**config.mk**
```make
export PLATFORM = sky130hd
export DESIGN_NAME = wdog_cascade
export DESIGN_NICKNAME = d
export VERILOG_FILES = /design/src/rtl/wdc_pkg.sv /design/src/rtl/wdc_prescale.sv /design/src/rtl/wdc_down_counter.sv /design/src/rtl/wdc_regs.sv /design/src/rtl/wdog_cascade.sv
export SDC_FILE = /design/constraint.sdc
export NUM_CORES = 1
export LEC_CHECK = 0
export BUFFER_PORTS_ARGS = -buffer_cell sky130_fd_sc_hd__buf_2
export CAP_MARGIN = 25
export CORE_ASPECT_RATIO = 0.8
export CORE_MARGIN = 4
export CORE_UTILIZATION = 59
export DETAILED_ROUTE_END_ITERATION = 16
export GPL_ROUTABILITY_DRIVEN = 1
export PLACE_DENSITY = 0.82
export SLEW_MARGIN = 20
export SYNTH_ARGS = -nofsm -noshare
export SYNTH_HDL_FRONTEND = slang
export SYNTH_SLANG_ARGS = --single-unit
```
**constraint.sdc**
```tcl
create_clock -name clk_i -period 2.97 [get_ports clk_i]
set_input_delay 0.297 -clock clk_i [delete_from_list [all_inputs] [get_ports clk_i]]
set_output_delay 0.297 -clock clk_i [all_outputs]
set_load 0.02 [all_outputs]
```
**src/rtl/wdc_pkg.sv**
```systemverilog
package wdc_pkg;

    localparam int unsigned WDC_CNT_W  = 16;
    localparam int unsigned WDC_ADDR_W = 5;
    localparam int unsigned WDC_NUM_CNT = 3;

    // Register offsets (byte addresses)
    localparam logic [4:0] OFS_RELOAD0 = 5'h00;
    localparam logic [4:0] OFS_CLKSEL  = 5'h0C;
    localparam logic [4:0] OFS_CTRL    = 5'h10;
    localparam logic [4:0] OFS_KICK    = 5'h14;

    localparam int unsigned CTRL_ARM_BIT   = 0;
    localparam int unsigned CTRL_RSTEN_BIT = 1;

    typedef struct packed {
        logic armed;
        logic rst_en;
        logic slow_sel;
    } wdc_ctrl_t;

    typedef struct packed {
        logic active;
        logic out_hi;
        logic out_lo_n;
    } wdc_rst_t;

endpackage

```
**src/rtl/wdc_prescale.sv**
```systemverilog
module wdc_prescale #(
    parameter int unsigned DIV = 16
) (
    input  logic clk_i,
    input  logic rst_ni,
    input  logic restart_i,
    input  logic fast_i,
    output logic tick_o
);
    localparam int unsigned PW = (DIV > 2) ? $clog2(DIV) : 1;

    typedef struct packed {
        logic [PW-1:0] phase;
    } pre_t;

    pre_t s_d, s_q;

    always_comb begin
        s_d = s_q;
        if (restart_i) begin
            s_d.phase = '0;
        end else begin
            s_d.phase = s_q.phase + 1'b1;
        end
    end

    always_ff @(posedge clk_i or negedge rst_ni) begin
        if (!rst_ni) begin
            s_q <= '0;
        end else begin
            s_q <= s_d;
        end
    end

    assign tick_o = fast_i ? s_q.phase[0] : (s_q.phase == PW'(DIV - 1));

    // a slow tick is never followed directly by another
    AST_SLOW_SPACING: assert property (@(posedge clk_i) disable iff (!rst_ni)
        (!fast_i && tick_o && !restart_i) |=> !(s_q.phase == PW'(DIV - 1)))
        else $error("slow tick spacing");

endmodule

```
**src/rtl/wdc_down_counter.sv**
```systemverilog
module wdc_down_counter #(
    parameter int unsigned W = 16
) (
    input  logic         clk_i,
    input  logic         rst_ni,
    input  logic         load_i,
    input  logic         en_i,
    input  logic         tick_i,
    input  logic [W-1:0] reload_i,
    output logic         term_o,
    output logic [W-1:0] count_o
);
    typedef struct packed {
        logic [W-1:0] cnt;
    } cnt_t;

    cnt_t s_d, s_q;
    logic at_one;

    assign at_one = (s_q.cnt == W'(1));

    always_comb begin
        s_d = s_q;
        if (load_i) begin
            s_d.cnt = reload_i;
        end else if (en_i && tick_i) begin
            if (at_one) begin
                s_d.cnt = reload_i;
            end else begin
                s_d.cnt = s_q.cnt - 1'b1;
            end
        end
    end

    always_ff @(posedge clk_i or negedge rst_ni) begin
        if (!rst_ni) begin
            s_q <= '0;
        end else begin
            s_q <= s_d;
        end
    end

    assign term_o  = en_i && tick_i && at_one && !load_i;
    assign count_o = s_q.cnt;

    AST_TERM_RELOADS: assert property (@(posedge clk_i) disable iff (!rst_ni)
        term_o |=> (count_o == $past(reload_i)))
        else $error("counter did not reload at terminal count");

endmodule

```
**src/rtl/wdc_regs.sv**
```systemverilog
module wdc_regs
    import wdc_pkg::*;
#(
    parameter int unsigned CNT_W  = WDC_CNT_W,
    parameter int unsigned ADDR_W = WDC_ADDR_W,
    parameter int unsigned NCNT   = WDC_NUM_CNT
) (
    input  logic              clk_i,
    input  logic              rst_ni,
    input  logic              wr_en_i,
    input  logic              rd_en_i,
    input  logic [ADDR_W-1:0] addr_i,
    input  logic [CNT_W-1:0]  wdata_i,
    input  logic              rst_active_i,
    input  logic              release_i,
    output logic [CNT_W-1:0]  reload0_o,
    output logic [CNT_W-1:0]  reload1_o,
    output logic [CNT_W-1:0]  reload2_o,
    output logic              armed_o,
    output logic              rst_en_o,
    output logic              slow_sel_o,
    output logic              start_o
);
    typedef struct packed {
        logic [NCNT-1:0][CNT_W-1:0] reload;
        wdc_ctrl_t                  ctrl;
    } regs_t;

    regs_t s_d, s_q;

    logic hit_ctrl, hit_kick, hit_clk;
    logic arm_req, kick_ok;

    assign hit_ctrl = (addr_i == ADDR_W'(OFS_CTRL));
    assign hit_kick = (addr_i == ADDR_W'(OFS_KICK));
    assign hit_clk  = (addr_i == ADDR_W'(OFS_CLKSEL));

    assign arm_req = wr_en_i && hit_ctrl && wdata_i[CTRL_ARM_BIT] && !s_q.ctrl.armed;
    assign kick_ok = wr_en_i && hit_kick && s_q.ctrl.armed && !rst_active_i;

    always_comb begin
        s_d = s_q;
        for (int i = 0; i < int'(NCNT); i++) begin
            if (wr_en_i && (addr_i == ADDR_W'(OFS_RELOAD0 + 5'(4 * i)))
                    && (wdata_i > CNT_W'(1))) begin
                s_d.reload[i] = wdata_i;
            end
        end
        if (wr_en_i && hit_ctrl) begin
            s_d.ctrl.armed  = wdata_i[CTRL_ARM_BIT];
            s_d.ctrl.rst_en = wdata_i[CTRL_RSTEN_BIT];
        end
        if (release_i) begin
            s_d.ctrl.armed = 1'b0;
        end
        if (wr_en_i && hit_clk) begin
            s_d.ctrl.slow_sel = 1'b1;
        end
        if (rd_en_i && hit_clk) begin
            s_d.ctrl.slow_sel = 1'b0;
        end
    end

    always_ff @(posedge clk_i or negedge rst_ni) begin
        if (!rst_ni) begin
            s_q <= '0;
        end else begin
            s_q <= s_d;
        end
    end

    assign reload0_o  = s_q.reload[0];
    assign reload1_o  = s_q.reload[1];
    assign reload2_o  = s_q.reload[2];
    assign armed_o    = s_q.ctrl.armed;
    assign rst_en_o   = s_q.ctrl.rst_en;
    assign slow_sel_o = s_q.ctrl.slow_sel;
    assign start_o    = arm_req || kick_ok;

    for (genvar g = 0; g < int'(NCNT); g++) begin : g_chk
        AST_RELOAD_LEGAL: assert property (@(posedge clk_i) disable iff (!rst_ni)
            s_q.reload[g] != CNT_W'(1))
            else $error("reload value of one stored");
    end

    AST_CLKSEL_SET: assert property (@(posedge clk_i) disable iff (!rst_ni)
        (wr_en_i && hit_clk && !rd_en_i) |=> slow_sel_o)
        else $error("clock select not set");

    AST_CLKSEL_CLR: assert property (@(posedge clk_i) disable iff (!rst_ni)
        (rd_en_i && hit_clk) |=> !slow_sel_o)
        else $error("clock select not cleared");

    AST_KICK_BLOCKED: assert property (@(posedge clk_i) disable iff (!rst_ni)
        rst_active_i |-> !start_o)
        else $error("restart during active reset");

endmodule

```
**src/rtl/wdog_cascade.sv**
```systemverilog
module wdog_cascade
    import wdc_pkg::*;
#(
    parameter int unsigned CNT_W    = WDC_CNT_W,
    parameter int unsigned ADDR_W   = WDC_ADDR_W,
    parameter int unsigned SLOW_DIV = 16
) (
    input  logic              clk_i,
    input  logic              rst_ni,
    input  logic              bus_rst_i,
    input  logic              wr_en_i,
    input  logic              rd_en_i,
    input  logic [ADDR_W-1:0] addr_i,
    input  logic [CNT_W-1:0]  wdata_i,
    output logic              wdrst_o,
    output logic              wdrst_n_o
);
    localparam int unsigned NCNT    = WDC_NUM_CNT;
    localparam int unsigned C_TOUT0 = 0;
    localparam int unsigned C_TOUT1 = 1;
    localparam int unsigned C_WIDTH = 2;

    logic [CNT_W-1:0] reload0, reload1, reload2;
    logic armed, rst_en, slow_sel, start;
    logic tick_tout, tick_width;
    logic assert_ev, release_ev;

    logic [NCNT-1:0]  cnt_load, cnt_en, cnt_tick, cnt_term;
    logic [CNT_W-1:0] cnt_reload [NCNT];
    logic [CNT_W-1:0] cnt_val    [NCNT];

    wdc_rst_t s_d, s_q;

    wdc_regs #(
        .CNT_W (CNT_W),
        .ADDR_W(ADDR_W),
        .NCNT  (NCNT)
    ) u_regs (
        .clk_i       (clk_i),
        .rst_ni      (rst_ni),
        .wr_en_i     (wr_en_i),
        .rd_en_i     (rd_en_i),
        .addr_i      (addr_i),
        .wdata_i     (wdata_i),
        .rst_active_i(s_q.active),
        .release_i   (release_ev),
        .reload0_o   (reload0),
        .reload1_o   (reload1),
        .reload2_o   (reload2),
        .armed_o     (armed),
        .rst_en_o    (rst_en),
        .slow_sel_o  (slow_sel),
        .start_o     (start)
    );

    // timeout path: phase restarts on arm or refresh
    wdc_prescale #(.DIV(SLOW_DIV)) u_pre_tout (
        .clk_i    (clk_i),
        .rst_ni   (rst_ni),
        .restart_i(start),
        .fast_i   (1'b0),
        .tick_o   (tick_tout)
    );

    // reset-width path: phase restarts when the pulse begins
    wdc_prescale #(.DIV(SLOW_DIV)) u_pre_width (
        .clk_i    (clk_i),
        .rst_ni   (rst_ni),
        .restart_i(assert_ev),
        .fast_i   (!slow_sel),
        .tick_o   (tick_width)
    );

    assign cnt_reload[C_TOUT0] = reload0;
    assign cnt_reload[C_TOUT1] = reload1;
    assign cnt_reload[C_WIDTH] = reload2;

    assign cnt_load[C_TOUT0] = start;
    assign cnt_load[C_TOUT1] = start;
    assign cnt_load[C_WIDTH] = assert_ev;

    assign cnt_en[C_TOUT0] = armed && !s_q.active;
    assign cnt_en[C_TOUT1] = armed && !s_q.active;
    assign cnt_en[C_WIDTH] = s_q.active;

    assign cnt_tick[C_TOUT0] = tick_tout;
    assign cnt_tick[C_TOUT1] = cnt_term[C_TOUT0];
    assign cnt_tick[C_WIDTH] = tick_width;

    for (genvar g = 0; g < int'(NCNT); g++) begin : g_cnt
        wdc_down_counter #(.W(CNT_W)) u_cnt (
            .clk_i   (clk_i),
            .rst_ni  (rst_ni),
            .load_i  (cnt_load[g]),
            .en_i    (cnt_en[g]),
            .tick_i  (cnt_tick[g]),
            .reload_i(cnt_reload[g]),
            .term_o  (cnt_term[g]),
            .count_o (cnt_val[g])
        );
    end

    assign assert_ev  = cnt_term[C_TOUT1] && rst_en && !s_q.active;
    assign release_ev = s_q.active && (bus_rst_i || cnt_term[C_WIDTH]);

    always_comb begin
        s_d = s_q;
        if (release_ev) begin
            s_d.active   = 1'b0;
            s_d.out_hi   = 1'b0;
            s_d.out_lo_n = 1'b1;
        end else if (assert_ev) begin
            s_d.active   = 1'b1;
            s_d.out_hi   = 1'b1;
            s_d.out_lo_n = 1'b0;
        end
    end

    always_ff @(posedge clk_i or negedge rst_ni) begin
        if (!rst_ni) begin
            s_q <= '{active: 1'b0, out_hi: 1'b0, out_lo_n: 1'b1};
        end else begin
            s_q <= s_d;
        end
    end

    assign wdrst_o   = s_q.out_hi;
    assign wdrst_n_o = s_q.out_lo_n;

    AST_OUT_COMPLEMENT: assert property (@(posedge clk_i) disable iff (!rst_ni)
        wdrst_o != wdrst_n_o)
        else $error("reset pair not complementary");

    AST_BUS_RELEASE: assert property (@(posedge clk_i) disable iff (!rst_ni)
        (wdrst_o && bus_rst_i) |=> !wdrst_o)
        else $error("bus reset did not end pulse");

    AST_NO_RST_DISABLED: assert property (@(posedge clk_i) disable iff (!rst_ni)
        (!rst_en && !wdrst_o) |=> !wdrst_o)
        else $error("reset asserted while disabled");

    AST_DISARM_ON_RELEASE: assert property (@(posedge clk_i) disable iff (!rst_ni)
        $fell(wdrst_o) |-> !armed)
        else $error("still armed after pulse");

    AST_IDLE_HOLDS: assert property (@(posedge clk_i) disable iff (!rst_ni)
        (!armed && !start) |=> ($stable(cnt_val[C_TOUT0]) && $stable(cnt_val[C_TOUT1])))
        else $error("timeout counters moved while disarmed");

    AST_WIDTH_LOAD: assert property (@(posedge clk_i) disable iff (!rst_ni)
        $rose(wdrst_o) |-> (cnt_val[C_WIDTH] == $past(reload2)))
        else $error("width counter not loaded at pulse start");

endmodule

```
==> impl_results.md <==
- Outcome: finished with violations
- Violated checks: negative hold slack
- Setup Buffers After CTS: 0
- Initial antenna violation count: 0
- WP data arrival: 2.80 ns
- Register area share after synthesis: a little under half
- Area grow syn2layout: 9.50%
- Worst-Skew Late Latency: 0.36 ns
- WL/cell: 20.6 µm
- Fmax: 391 MHz
- Static leakage: around 2.7 nW
- Top Usage Layer GRT: met2
- Root buffer cell: clkbuf_16
- Layout cells sized above 1: 21.6%
- Cell Area, Synth: 5770 µm²
- Core box area: 9310 µm²
- Avg Inst Size Synth: 10.7 µm²
- Layout Skew: just over 0.009 ns
- Rows: 31
- Seq. cell area: around 2700 µm²
- Die Width: 119 µm
- Nets: about 600
- Ys async rst share: 100%
- Cell Chain, Critical Path: or3b_1, a211o_1, nand2_1, o21ai_0, a221o_1
- Critical path peak fanout: 20
- GR Util met2: 41.3%
- Ant. Diodes: 0
- Post-layout power: 4.91 mW
- Crit path largest cell delay: ~0.55 ns
- Port Buf Inserts: 27
- GRT Overall Usage: 25.8%
- Slew headroom: 45.9%
- Util after Layout: 67.9%
- Maxcap violations: 0
- Critical Path RT: 3.21 ns
- WS Path Type: flop to flop
- P_sw: 1.73 mW
- Clock transition at path regs: 0.07 ns
- Worst-Margin Slew: 0.805 ns
- Final setup margin: 0.413 ns
- Drc violations: 0
- Synth warn: 0
- GP Congestion: 0.910
- Largest net degree at the start of global routing: 55
- Post-synth EDFFs: 0
- CTS buffer count: 9
- Power per cell area: 777 nW/µm²
- Critical Path Start Type: flop
- First-pass GRT wire length: around 23000 µm
- Ports: 28
- Fillers: roughly 700
- Post-CTS resize count: 0
- WL final: about 14000 µm
- Final min period: about 2.6 ns
- Final ANT Viol Nets: 0
- Main synth FF type: dfrtp_1
- Setup TNS: 0 ns
- Routing usage on met3: 5.06%
- Number of global-route vias before repair: 4474
- Clock Power Share: ~25%
- Combinational power share: 28.7%
- Met1 Resource Use GR: 36.3%
- Initial core utilization: 62.0%
- CP Capture Type: flop
- Net Sw Frac: 35.3%
- Die height: 96.4 µm
- Slew Limit Fails: 0
- Tcrit/Tclk final: 86.1%
- Hold crit path type: input port to async pin
- RSZ-0062 raised after global routing: false
- Fin. Hold Viols: 20
- DIE AREA: 11400 µm²
- Worst hold slack: -0.0141 ns
- Area of the multi-input gates: 2840 µm²
- CTS Sinks: 109
- Initial DRC Count: 475
- Synth Register Bits: between 100 and 150
- Gr ovfl total: 0
- Syn_nets: 572
- Drt first pass iters: 5
- Placed wire-length estimate: approximately 10000 µm
- Slowest CP cell: nand2_1
- Pre-CTS setup slack: 0.446 ns
- Syn Inst Count: 538
- Clock tree buffer depth: 2
- VDD IR max: 0.000348 V
- Via/cell ratio: 6.82
- DR vias: roughly 4600
- Cts hold-fix bufs: 0
- Power Internal: between 3 and 4 mW
- CTS HTree Levels: 3
- Final setup viols: 0
- Synth cell types: between 60 and 70
- CTS tree: done
- Reg power frac: 46.3%
==> final cells by class <==
| cell class | instances | share of cell area, % |
|---|---|---|
| Timing Repair Buffer | 39 | 3.80 |
| Multi-Input combinational cell | 385 | 45.0 |
| Tap cell | 115 | 2.28 |
| Clock inverter | 5 | 0.911 |
| Inverter | 16 | 0.951 |
| Clock buffer | 11 | 3.84 |
| Sequential cell | 109 | 43.2 |
==> worst max-delay path, delay by kind of cell, from the launching register on <==
kind	cells	cell delay (ns)
AO/OA/AOI/OAI	3	1.08
flip-flops	1	0.40
AND/OR/NAND/NOR	2	0.96
==> cells in the mapped netlist (all sizes together) (3+ instances only) <==
cell       n  area [µm²]
a211o      3        26.3
a211oi     4        35.0
a21o       4        30.0
a21oi     16        80.1
a221o      3        30.0
and3       3        18.8
buf       16        91.3
clkbuf    12        45.0
dfrtp    108        2700
ha         8         100
inv       16        60.1
mux2      51         574
mux2i     20         200
nand2     20        80.1
nand2b     5        31.3
nand3     19        95.1
nand4      7        65.1
nand4b     5        43.8
nor2      28         105
nor2b      3        18.8
nor3      29         150
nor4      26         220
nor4b      7        73.8
o211ai     3        22.5
o21a       4        30.0
o21ai     47         235
o2bb2ai   19         166
or3        5        31.3
or3b       4        35.0
or4        6        45.0
xnor2      5        43.8
==> flip-flops by register name, summed over array words and instances, names as in the netlist <==
name                 count
cnt_en                   1
g_cnt.u_cnt.count_o     48
u_pre_tout.s_q           4
u_pre_width.s_q          4
u_regs.armed_o           1
u_regs.reload0_o        16
u_regs.reload1_o        16
u_regs.reload2_o        16
u_regs.rst_en_o          1
u_regs.slow_sel_o        1
wdrst_n_o                1
==> power by group through the flow <==
stage	Combinational [mW]	Sequential [mW]	Clock, mW
after detailed placement	1.38	2.28	0
after global placement	1.31	2.26	0
after global routing	1.56	2.31	1.29
final	1.41	2.27	1.23
after floorplan	1.11	2.14	0
after CTS	1.39	2.26	1.23
==> metrics by stage <==
stage	hold slack, ns	cells	cell area [µm²]
after CTS	0.0162	680	6320
after global placement	0.387	663	6010
final	-0.0141	680	6320
after floorplan	0.00141	538	5770
after global routing	0.0479	680	6320
after detailed placement	0.391	664	6020
==> worst paths after layout <==
check,from,endpoint,slack [ns],depth (start not counted)
min reg2reg,u_pre_tout.s_q[0]$_DFF_PN0_,u_pre_tout.s_q[0]$_DFF_PN0_,0.46,1
min,rst_ni,u_pre_width.s_q[2]$_DFF_PN0_,-0.01,1
max reg2reg,u_regs.armed_o$_DFFE_PN0P_,g_cnt[0].u_cnt.count_o[14]$_DFFE_PN0P_,0.41,5
max,u_regs.armed_o$_DFFE_PN0P_,g_cnt[0].u_cnt.count_o[14]$_DFFE_PN0P_,0.41,5
max in group asynchronous,rst_ni,g_cnt[0].u_cnt.count_o[12]$_DFFE_PN0P_,2.29,2
min in group clk_i,rd_en_i,u_regs.slow_sel_o$_DFFE_PN0P_,0.14,2
==> metal layers <==
layer  vias to the layer above  part of all wire (%)
li1                       2090                     -
met1                      2343                    45
met2                       183                    46
met3                        23                   6.1
met4                         0                   2.1
met5                         -                     0
==> layout by cell type (no fill, tap or decap), drive strengths merged, types with 6 or more instances in the layout <==
cell / instances
nor3: 29
nand4: 7
mux2i: 20
nor4b: 7
ha: 8
nor4: 26
inv: 17
nor2: 28
a21oi: 16
buf: 39
mux2: 51
nand3: 19
or4: 6
dfrtp: 108
o21ai: 47
o2bb2ai: 19
nand2: 20
clkbuf: 11
==> kinds of logic (layout without fill, tap and decap cells) <==
kind of cell	count (synthesis)	count (layout)	synth area share [%]
buf+inv	44	71	3.40
fa+ha+maj	8	8	1.74
xor+xnor	7	7	1.06
flops	109	109	47.3
compound gates	123	123	14.3
simple gates	176	176	18.8
mux	71	71	13.4
Note: power is estimated with default switching activity, not from simulation.
